===== config.mk =====
export PLATFORM = sky130hd
export DESIGN_NAME = hw_expander
export DESIGN_NICKNAME = d
export VERILOG_FILES = /design/src/rtl/hwx_pkg.sv /design/src/rtl/hwx_trap_xlat.sv /design/src/rtl/hwx_imm_xlat.sv /design/src/rtl/hwx_alu_xlat.sv /design/src/rtl/hw_expander.sv
export SDC_FILE = /design/constraint.sdc
export NUM_CORES = 1
export LEC_CHECK = 0
export BUFFER_PORTS_ARGS = -buffer_cell sky130_fd_sc_hd__buf_2
export CORE_MARGIN = 5
export CORE_UTILIZATION = 35
export DETAILED_ROUTE_END_ITERATION = 6
export PLACE_DENSITY_LB_ADDON = 0.12
export SLEW_MARGIN = 30
export SYNTH_ARGS = -nofsm -noshare
export SYNTH_HDL_FRONTEND = slang
export SYNTH_SLANG_ARGS = --single-unit

===== constraint.sdc =====
create_clock -name vclk -period 4.1
set_input_delay 0.41 -clock vclk [all_inputs]
set_output_delay 0.41 -clock vclk [all_outputs]
set_load 0.1 [all_outputs]

===== src/rtl/hwx_pkg.sv =====
package hwx_pkg;

    localparam int HW_W    = 16;
    localparam int WORD_W  = 32;
    localparam int NREG_W  = 3;
    localparam int REG_W   = 4;
    localparam int IMM_W   = 8;
    localparam int OP2_W   = 12;
    localparam int N_GROUP = 3;

    localparam logic [3:0]       COND_ALWAYS = 4'b1110;
    localparam logic [IMM_W-1:0] TRAP_TAG    = 8'hDF;
    localparam logic [2:0]       IMM_TAG     = 3'b001;
    localparam logic [5:0]       ALU_TAG     = 6'b010000;
    localparam logic [7:0]       TRAP_TOP    = 8'hEF;

    typedef enum logic [3:0] {
        DP_AND = 4'd0,  DP_EOR = 4'd1,  DP_SUB = 4'd2,  DP_RSB = 4'd3,
        DP_ADD = 4'd4,  DP_ADC = 4'd5,  DP_SBC = 4'd6,  DP_RSC = 4'd7,
        DP_TST = 4'd8,  DP_TEQ = 4'd9,  DP_CMP = 4'd10, DP_CMN = 4'd11,
        DP_ORR = 4'd12, DP_MOV = 4'd13, DP_BIC = 4'd14, DP_MVN = 4'd15
    } dp_op_e;

    // How the single compact register field is placed in the wide word
    typedef enum logic [1:0] {
        ROLE_BOTH = 2'd0,   // destination and first source
        ROLE_TEST = 2'd1,   // first source only, destination zero
        ROLE_MOVE = 2'd2    // destination only, first source zero
    } reg_role_e;

    typedef struct packed {
        logic [3:0]       cond;
        logic [1:0]       cls;
        logic             imm;
        dp_op_e           opc;
        logic             setf;
        logic [REG_W-1:0] rn;
        logic [REG_W-1:0] rd;
        logic [OP2_W-1:0] op2;
    } dp_word_t;

    typedef struct packed {
        logic              valid;
        logic [WORD_W-1:0] word;
    } xl_res_t;

    typedef struct packed {
        logic   ok;
        dp_op_e opc;
    } alu_map_t;

    function automatic logic [REG_W-1:0] widen_reg(input logic [NREG_W-1:0] r);
        return {{(REG_W-NREG_W){1'b0}}, r};
    endfunction

    function automatic reg_role_e role_of(input dp_op_e op);
        case (op)
            DP_TST, DP_TEQ, DP_CMP, DP_CMN: return ROLE_TEST;
            DP_MOV, DP_MVN:                 return ROLE_MOVE;
            default:                        return ROLE_BOTH;
        endcase
    endfunction

    function automatic dp_word_t build_dp(input logic imm, input dp_op_e op,
                                          input logic [NREG_W-1:0] r,
                                          input logic [OP2_W-1:0] op2);
        dp_word_t w;
        w.cond = COND_ALWAYS;
        w.cls  = 2'b00;
        w.imm  = imm;
        w.opc  = op;
        w.setf = 1'b1;
        w.op2  = op2;
        case (role_of(op))
            ROLE_TEST: begin w.rn = widen_reg(r); w.rd = '0;           end
            ROLE_MOVE: begin w.rn = '0;           w.rd = widen_reg(r); end
            default:   begin w.rn = widen_reg(r); w.rd = widen_reg(r); end
        endcase
        return w;
    endfunction

    // Register ALU group: compact op code -> wide opcode, or reject
    function automatic alu_map_t alu_lookup(input logic [3:0] t);
        alu_map_t m;
        m.ok = 1'b1;
        case (t)
            4'h0:    m.opc = DP_AND;
            4'h1:    m.opc = DP_EOR;
            4'h5:    m.opc = DP_ADC;
            4'h6:    m.opc = DP_SBC;
            4'h8:    m.opc = DP_TST;
            4'hA:    m.opc = DP_CMP;
            4'hB:    m.opc = DP_CMN;
            4'hC:    m.opc = DP_ORR;
            4'hE:    m.opc = DP_BIC;
            4'hF:    m.opc = DP_MVN;
            default: begin m.ok = 1'b0; m.opc = DP_AND; end
        endcase
        return m;
    endfunction

    function automatic dp_op_e imm_lookup(input logic [1:0] k);
        case (k)
            2'd0:    return DP_MOV;
            2'd1:    return DP_CMP;
            2'd2:    return DP_ADD;
            default: return DP_SUB;
        endcase
    endfunction

endpackage


===== src/rtl/hwx_trap_xlat.sv =====
module hwx_trap_xlat
    import hwx_pkg::*;
(
    input  logic [HW_W-1:0] insn_i,
    output xl_res_t         res_o
);
    logic hit;

    always_comb begin
        hit         = (insn_i[HW_W-1:IMM_W] == TRAP_TAG);
        res_o.valid = hit;
        res_o.word  = '0;
        if (hit) begin
            res_o.word = {TRAP_TOP, {(WORD_W-2*IMM_W){1'b0}}, insn_i[IMM_W-1:0]};
        end
    end
endmodule


===== src/rtl/hwx_imm_xlat.sv =====
module hwx_imm_xlat
    import hwx_pkg::*;
(
    input  logic [HW_W-1:0] insn_i,
    output xl_res_t         res_o
);
    logic     hit;
    dp_op_e   op;
    dp_word_t w;

    always_comb begin
        hit         = (insn_i[15:13] == IMM_TAG);
        op          = imm_lookup(insn_i[12:11]);
        w           = build_dp(1'b1, op, insn_i[10:8],
                               {{(OP2_W-IMM_W){1'b0}}, insn_i[IMM_W-1:0]});
        res_o.valid = hit;
        res_o.word  = hit ? WORD_W'(w) : '0;
    end
endmodule


===== src/rtl/hwx_alu_xlat.sv =====
module hwx_alu_xlat
    import hwx_pkg::*;
(
    input  logic [HW_W-1:0] insn_i,
    output xl_res_t         res_o
);
    logic     hit;
    alu_map_t m;
    dp_word_t w;

    always_comb begin
        hit         = (insn_i[15:10] == ALU_TAG);
        m           = alu_lookup(insn_i[9:6]);
        w           = build_dp(1'b0, m.opc, insn_i[2:0],
                               {{(OP2_W-REG_W){1'b0}}, widen_reg(insn_i[5:3])});
        res_o.valid = hit && m.ok;
        res_o.word  = (hit && m.ok) ? WORD_W'(w) : '0;
    end
endmodule


===== src/rtl/hw_expander.sv =====
module hw_expander
    import hwx_pkg::*;
(
    input  logic [15:0] insn_i,
    output logic [31:0] word_o,
    output logic        valid_o
);
    xl_res_t res [N_GROUP];

    hwx_trap_xlat u_trap (.insn_i(insn_i), .res_o(res[0]));
    hwx_imm_xlat  u_imm  (.insn_i(insn_i), .res_o(res[1]));
    hwx_alu_xlat  u_alu  (.insn_i(insn_i), .res_o(res[2]));

    // Group tags are disjoint, and each translator zeroes its word when it
    // does not claim the halfword, so a plain OR merges the results.
    logic [WORD_W-1:0] word_acc  [N_GROUP+1];
    logic              valid_acc [N_GROUP+1];

    assign word_acc[0]  = '0;
    assign valid_acc[0] = 1'b0;

    for (genvar g = 0; g < N_GROUP; g++) begin : g_merge
        assign word_acc[g+1]  = word_acc[g]  | res[g].word;
        assign valid_acc[g+1] = valid_acc[g] | res[g].valid;
    end

    assign word_o  = word_acc[N_GROUP];
    assign valid_o = valid_acc[N_GROUP];
endmodule


==> results of run 1 <==
-- layout by cell type (no fill, tap or decap), types with 2 or more instances in the layout --
master / netlist / routed
a32o_1: 3 / 3
and2_1: 4 / 4
buf_2: 1 / 42
conb_1: 1 / 7
ha_1: 2 / 2
inv_1: 4 / 4
nand2_1: 5 / 5
nand2b_1: 4 / 4
nand3_1: 6 / 6
nor2_1: 2 / 2
nor2b_1: 2 / 2
o21ai_0: 11 / 11
o31ai_1: 6 / 6
o32ai_1: 2 / 2
xor2_1: 2 / 2
-- per-stage QoR --
| step | hold WS [ns] | area [um^2] |
|---|---|---|
| 5_1_grt | 1.33 | 718 |
| 2_1_floorplan | 1.14 | 591 |
| 3_3_place_gp | 1.33 | 718 |
| 4_1_cts | 1.33 | 718 |
| 6_report | 1.33 | 718 |
| 3_5_place_dp | 1.33 | 718 |
-- critical path, cell delays in order --
cell and delay, ns:
buf_2 0.14, inv_1 0.10, o21ai_0 0.12, nand2b_1 0.18, ha_1 0.35, o21ai_0 0.09
o31ai_1 0.21, buf_2 0.47
-- cells by family after synthesis --
family                   after synthesis
AND/OR/NAND/NOR                       31
buffers and inverters                 19
XOR/XNOR                               2
adder cells (fa/ha/maj)                2
AO/OA/AOI/OAI                         30
other                                  1
-- power by group --
part | internal (mW) | switching [mW] | total, mW
sequential | 0 | 0 | 0
combinational | 0.0220 | 0.114 | 0.136
clock | 0 | 0 | 0
-- final cells by class --
cell class                      count  area [um^2]  area share [%]
Multi-Input combinational cell     72          473            65.9
Timing Repair Buffer               42          210            29.3
Tap cell                           16         20.0            2.79
Inverter                            4         15.0            2.09
-- per-layer routing --
layer,up-vias,part of all wire (%),track usage (%)
met4,0,0,0
met2,25,50,22.2
met1,311,42,17.4
met3,0,8.1,1.48
met5,-,0,0
li1,369,-,-
-- path summary, 6_finish.rpt --
path,endpoint,cells past startpoint
min,word_o[5],3
max,word_o[18],8
==> summary.md, run 1 <==
| Metric | Value |
|---|---|
| Final hold violation count | 0 |
| Global Route Usage Sum | 12.6% |
| Distinct cell type count after synthesis | 33 |
| Via count | 705 |
| Initial antenna violation count | 0 |
| Crit. Startpoint | insn_i[6] |
| Yosys warning total | 0 |
| Max Cap Viol | 0 |
| Setup Buffers After CTS | 0 |
| FF+latch area | 0 um^2 |
| Global-route wire length before repair | 2.77 mm |
| Ports | 49 |
| WP data required | 3.69 ns |
| DIE HEIGHT | 50.3 um |
| Fmax | 403 MHz |
| HP Class | in -> out |
| Max IR drop VDD | 0.116 mV |
| Initial Util | 37.3% |
| Status | finished, final reports clean |
| Post-CTS resize count | 0 |
| Initial drt markers | 16 |
| Compound-Gate Fraction of Synth Area | 38.8% |
| Antenna viol nets, final | 0 |
| Tot Pwr | 136 uW |
| Most instantiated cells after synthesis | buf_4, o21ai_0, nand3_1, o31ai_1, nand2_1 |
| TritonRoute pass-1 iters | 4 |
| Die area | 2530 um^2 |
| FFs & Latches | 0 |
| RSZ-0062 raised after global routing | false |
| Avg Cell Area, Syn | 6.68 um^2 |
| Register area share after synthesis | 0% |
| Min-delay src | insn_i[5] |
| Placeable Area | 1520 um^2 |
| Post-Syn Area | 568 um^2 |
| PortBufs | 42 |
| XOR/XNOR Fraction of Synth Area | 3.08% |
| Top cell type's share of synthesized area | 15.9% |
| TNS Setup | 0 ns |
| Ant diodes | 0 |
| Leading post-synthesis cells by cell area | buf_4, o21ai_0, o31ai_1 |
| Final RePlAce weighted congestion | 0.831 |
| Final WL | 1.71 mm |
| Setup CP Type | in -> out |
| # nets final | 138 |
| FP Rows | 14 |
| Max-slew violations | 0 |
| WP data arrival | 2.07 ns |
| Setup crit start kind | input pin |
| Via-per-instance ratio | 5.26 |
| Minimum clock period | 2.48 ns |
| Inst Count DP | 134 |
| Vias in the first global route | 605 |
| CLK BUF | 0 |
| Remaining Overflow, GRT | 0 |
| Leakage | 0.388 nW |
| DR DRC count | 0 |
| Setup crit end kind | output pin |
| Period utilization | 60.5% |
| Largest family of logic cells by synthesized area | compound AO/OA/AOI/OAI gates |
| Hold buffers post-CTS | 0 |
| Synthesis-to-finish area growth | 26.4% |
| CP max FO | 6 |
| Mux cell area share after synthesis | 0% |
| Final worst slack | 1.62 ns |
| Share of layout cells above drive strength 1 | 39.0% |
| Synth area leader | buf_4 |
| Final Util | 47.1% |
| Dpl ws | 1.63 ns |
| Worst-margin pin slew | 0.690 ns |
| Slew headroom | 53.9% |
| Syn Inst Count | 85 |
| Die Wd | 50.3 um |
| Largest net degree at the start of global routing | 12 |
| Post-Layout Cell Count | 134 |
| Detailed-route wire length per cell | 12.8 um |
| Final HPWL DP | 1.48 mm |
| Post-synthesis simple-gate area fraction | 32.4% |
| Synthesized-area fraction occupied by adder cells | 4.41% |
| Most numerous cell in the Yosys netlist | buf_4 |
| Fillers | 171 |
| Pwr dens | 190 nW/um^2 |
| Final setup viols | 0 |
No activity file was read; power rests on OpenSTA's default activity.
==> run 2, diff against run 1 <==
clock period = 2.3 ns   (was 4.1 ns; I/O delays follow)
==> summary.md, run 2 (synthesis results as in run 1) <==
| Metric | Value |
|---|---|
| Die area | 2530 um^2 (unchanged) |
| Detailed-route wire length per cell | 13.7 um (was 12.8 um) |
| HP Class | in -> out (unchanged) |
| Setup Buffers After CTS | 0 (unchanged) |
| FP Rows | 14 (unchanged) |
| Via-per-instance ratio | 5.28 (was 5.26) |
| Global-route wire length before repair | 3.03 mm (was 2.77 mm) |
| Global Route Usage Sum | 14.1% (was 12.6%) |
| Max-slew violations | 0 (unchanged) |
| # nets final | 141 (was 138) |
| WP data required | 2.07 ns (was 3.69 ns) |
| CLK BUF | 0 (unchanged) |
| Placed inst area | 963 um^2 (was 718 um^2) |
| Setup CP Type | in -> out (unchanged) |
| WHS Path Cells | 4 (was 3) |
| FF+latch area | 0 um^2 (unchanged) |
| RSZ-0062 raised after global routing | false (unchanged) |
| Initial drt markers | 8 (was 16) |
| TritonRoute pass-1 iters | 4 (unchanged) |
| Minimum clock period | 2.05 ns |
| Ports | 49 (unchanged) |
| Post-CTS resize count | 0 (unchanged) |
| Max IR drop VDD | 0.155 mV (was 0.116 mV) |
| Remaining Overflow, GRT | 0 (unchanged) |
| Inst Count DP | 137 (was 134) |
| Setup crit end kind | output pin (unchanged) |
| Final hold violation count | 0 (unchanged) |
| Setup crit start kind | input pin (unchanged) |
| Multi-input logic area | 606 um^2 (was 473 um^2) |
| Worst-margin pin slew | 0.518 ns (was 0.690 ns) |
| Pwr dens | 287 nW/um^2 (was 190 nW/um^2) |
| Combinational share of power | 100.0% (about the same) |
| TNS Setup | 0 ns (unchanged) |
| Slew headroom | 65.5% (was 53.9%) |
| Largest net degree at the start of global routing | 12 (unchanged) |
| Leakage | 0.452 nW (was 0.388 nW) |
| Initial Util | 37.3% (unchanged) |
| DIE HEIGHT | 50.3 um (unchanged) |
| Synthesis-to-finish area growth | 69.6% (was 26.4%) |
| Final Instance Area | 963 um^2 (was 718 um^2) |
| Final RePlAce weighted congestion | 0.823 (was 0.831) |
| Crit. Startpoint | insn_i[9] (was insn_i[6]) |
| Ant diodes | 0 (unchanged) |
| Share of layout cells above drive strength 1 | 53.7% (was 39.0%) |
| Commonest non-fill, non-tap cell in the layout | buf_2 (unchanged) |
| Die Wd | 50.3 um (unchanged) |
| Final HPWL DP | 1.57 mm (was 1.48 mm) |
| Fillers | 143 (was 171) |
| Antenna viol nets, final | 0 (unchanged) |
| Vias in the first global route | 692 (was 605) |
| FFs & Latches | 0 (unchanged) |
| CP max FO | 11 (was 6) |
| DR DRC count | 0 (unchanged) |
| Status | finished, final reports clean (unchanged) |
| Placeable Area | 1520 um^2 (unchanged) |
| PortBufs | 42 (unchanged) |
| Max Cap Viol | 0 (unchanged) |
| Pint | 57.0 uW (was 22.0 uW) |
| Clk pwr share | 0% (about the same) |
| Hold EP | word_o[12] (was word_o[5]) |
| Post-Layout Cell Count | 137 (was 134) |
| Sw power | 220 uW (was 114 uW) |
| Most frequent cells in the layout | buf_2, o21ai_0, conb_1 (unchanged) |
| Period utilization | 89.0% |
| Sequential share of power | 0% (about the same) |
| Final setup viols | 0 (unchanged) |
| WP data arrival | 1.82 ns (was 2.07 ns) |
| Switching share of total power | 79.4% (was 83.9%) |
| Hold buffers post-CTS | 0 (unchanged) |
| Via count | 723 (was 705) |
| Final WL | 1.88 mm (was 1.71 mm) |
| Initial antenna violation count | 0 (unchanged) |
| Min-delay src | insn_i[0] (was insn_i[5]) |
| Fmax | 489 MHz |
## run 2: cell types whose count changed in the layout (fill, tap and decap cells not counted), moves of 4 or more
cell | before | now
and2_1 | 4 | 0
and2_4 | 0 | 4
buf_12 | 0 | 6
buf_2 | 42 | 36
o31ai_1 | 6 | 0
o31ai_4 | 1 | 6
## run 2: worst max-delay path by stage
stage	endpoint	depth (start not counted)	slack (ns)
floorplan	word_o[21]	3	-0.96
global placement	word_o[18]	8	0.27
detailed placement	word_o[13]	7	0.26
CTS	word_o[13]	8	0.26
global route	word_o[13]	8	0.1
finish	word_o[13]	7	0.25
## run 2: power groups by stage
stage / Combinational [mW] / Sequential [mW] / Clock [mW]
floorplan: 0.242 / 0 / 0
global placement: 0.275 / 0 / 0
detailed placement: 0.277 / 0 / 0
CTS: 0.277 / 0 / 0
global route: 0.289 / 0 / 0
finish: 0.277 / 0 / 0
## run 2: per-stage QoR
stage	worst slack, ns	hold slack [ns]	util [%]	power, mW
finish	0.253	0.931	63.2	0.277
global route	0.0953	0.959	63.2	0.289
CTS	0.255	0.935	63.2	0.277
detailed placement	0.260	0.929	63.2	0.277
global placement	0.271	0.934	63.2	0.275
floorplan	-0.965	0.677	-	0.242
## run 2: critical path: stages
cell,delay (ns)
buf_2,0.20
o21ai_0,0.18
nand2b_1,0.19
ha_1,0.35
o21ai_0,0.15
o31ai_4,0.29
buf_12,0.21
## run 2: cell type report
class | instances | share of cell area [%]
inverters | 4 | 1.56
multi-input cells | 72 | 62.9
well taps | 16 | 2.08
repair buffers | 45 | 33.5
## run 2: per-layer routing
layer	part of all wire [%]	global-route usage (%)	vias to the layer above	wire length, um
met3	8.7	1.78	0	164
met4	0	0	0	0
met5	0	0	-	0
met1	43	18.1	321	805
met2	48	26.2	27	906
li1	-	-	375	-
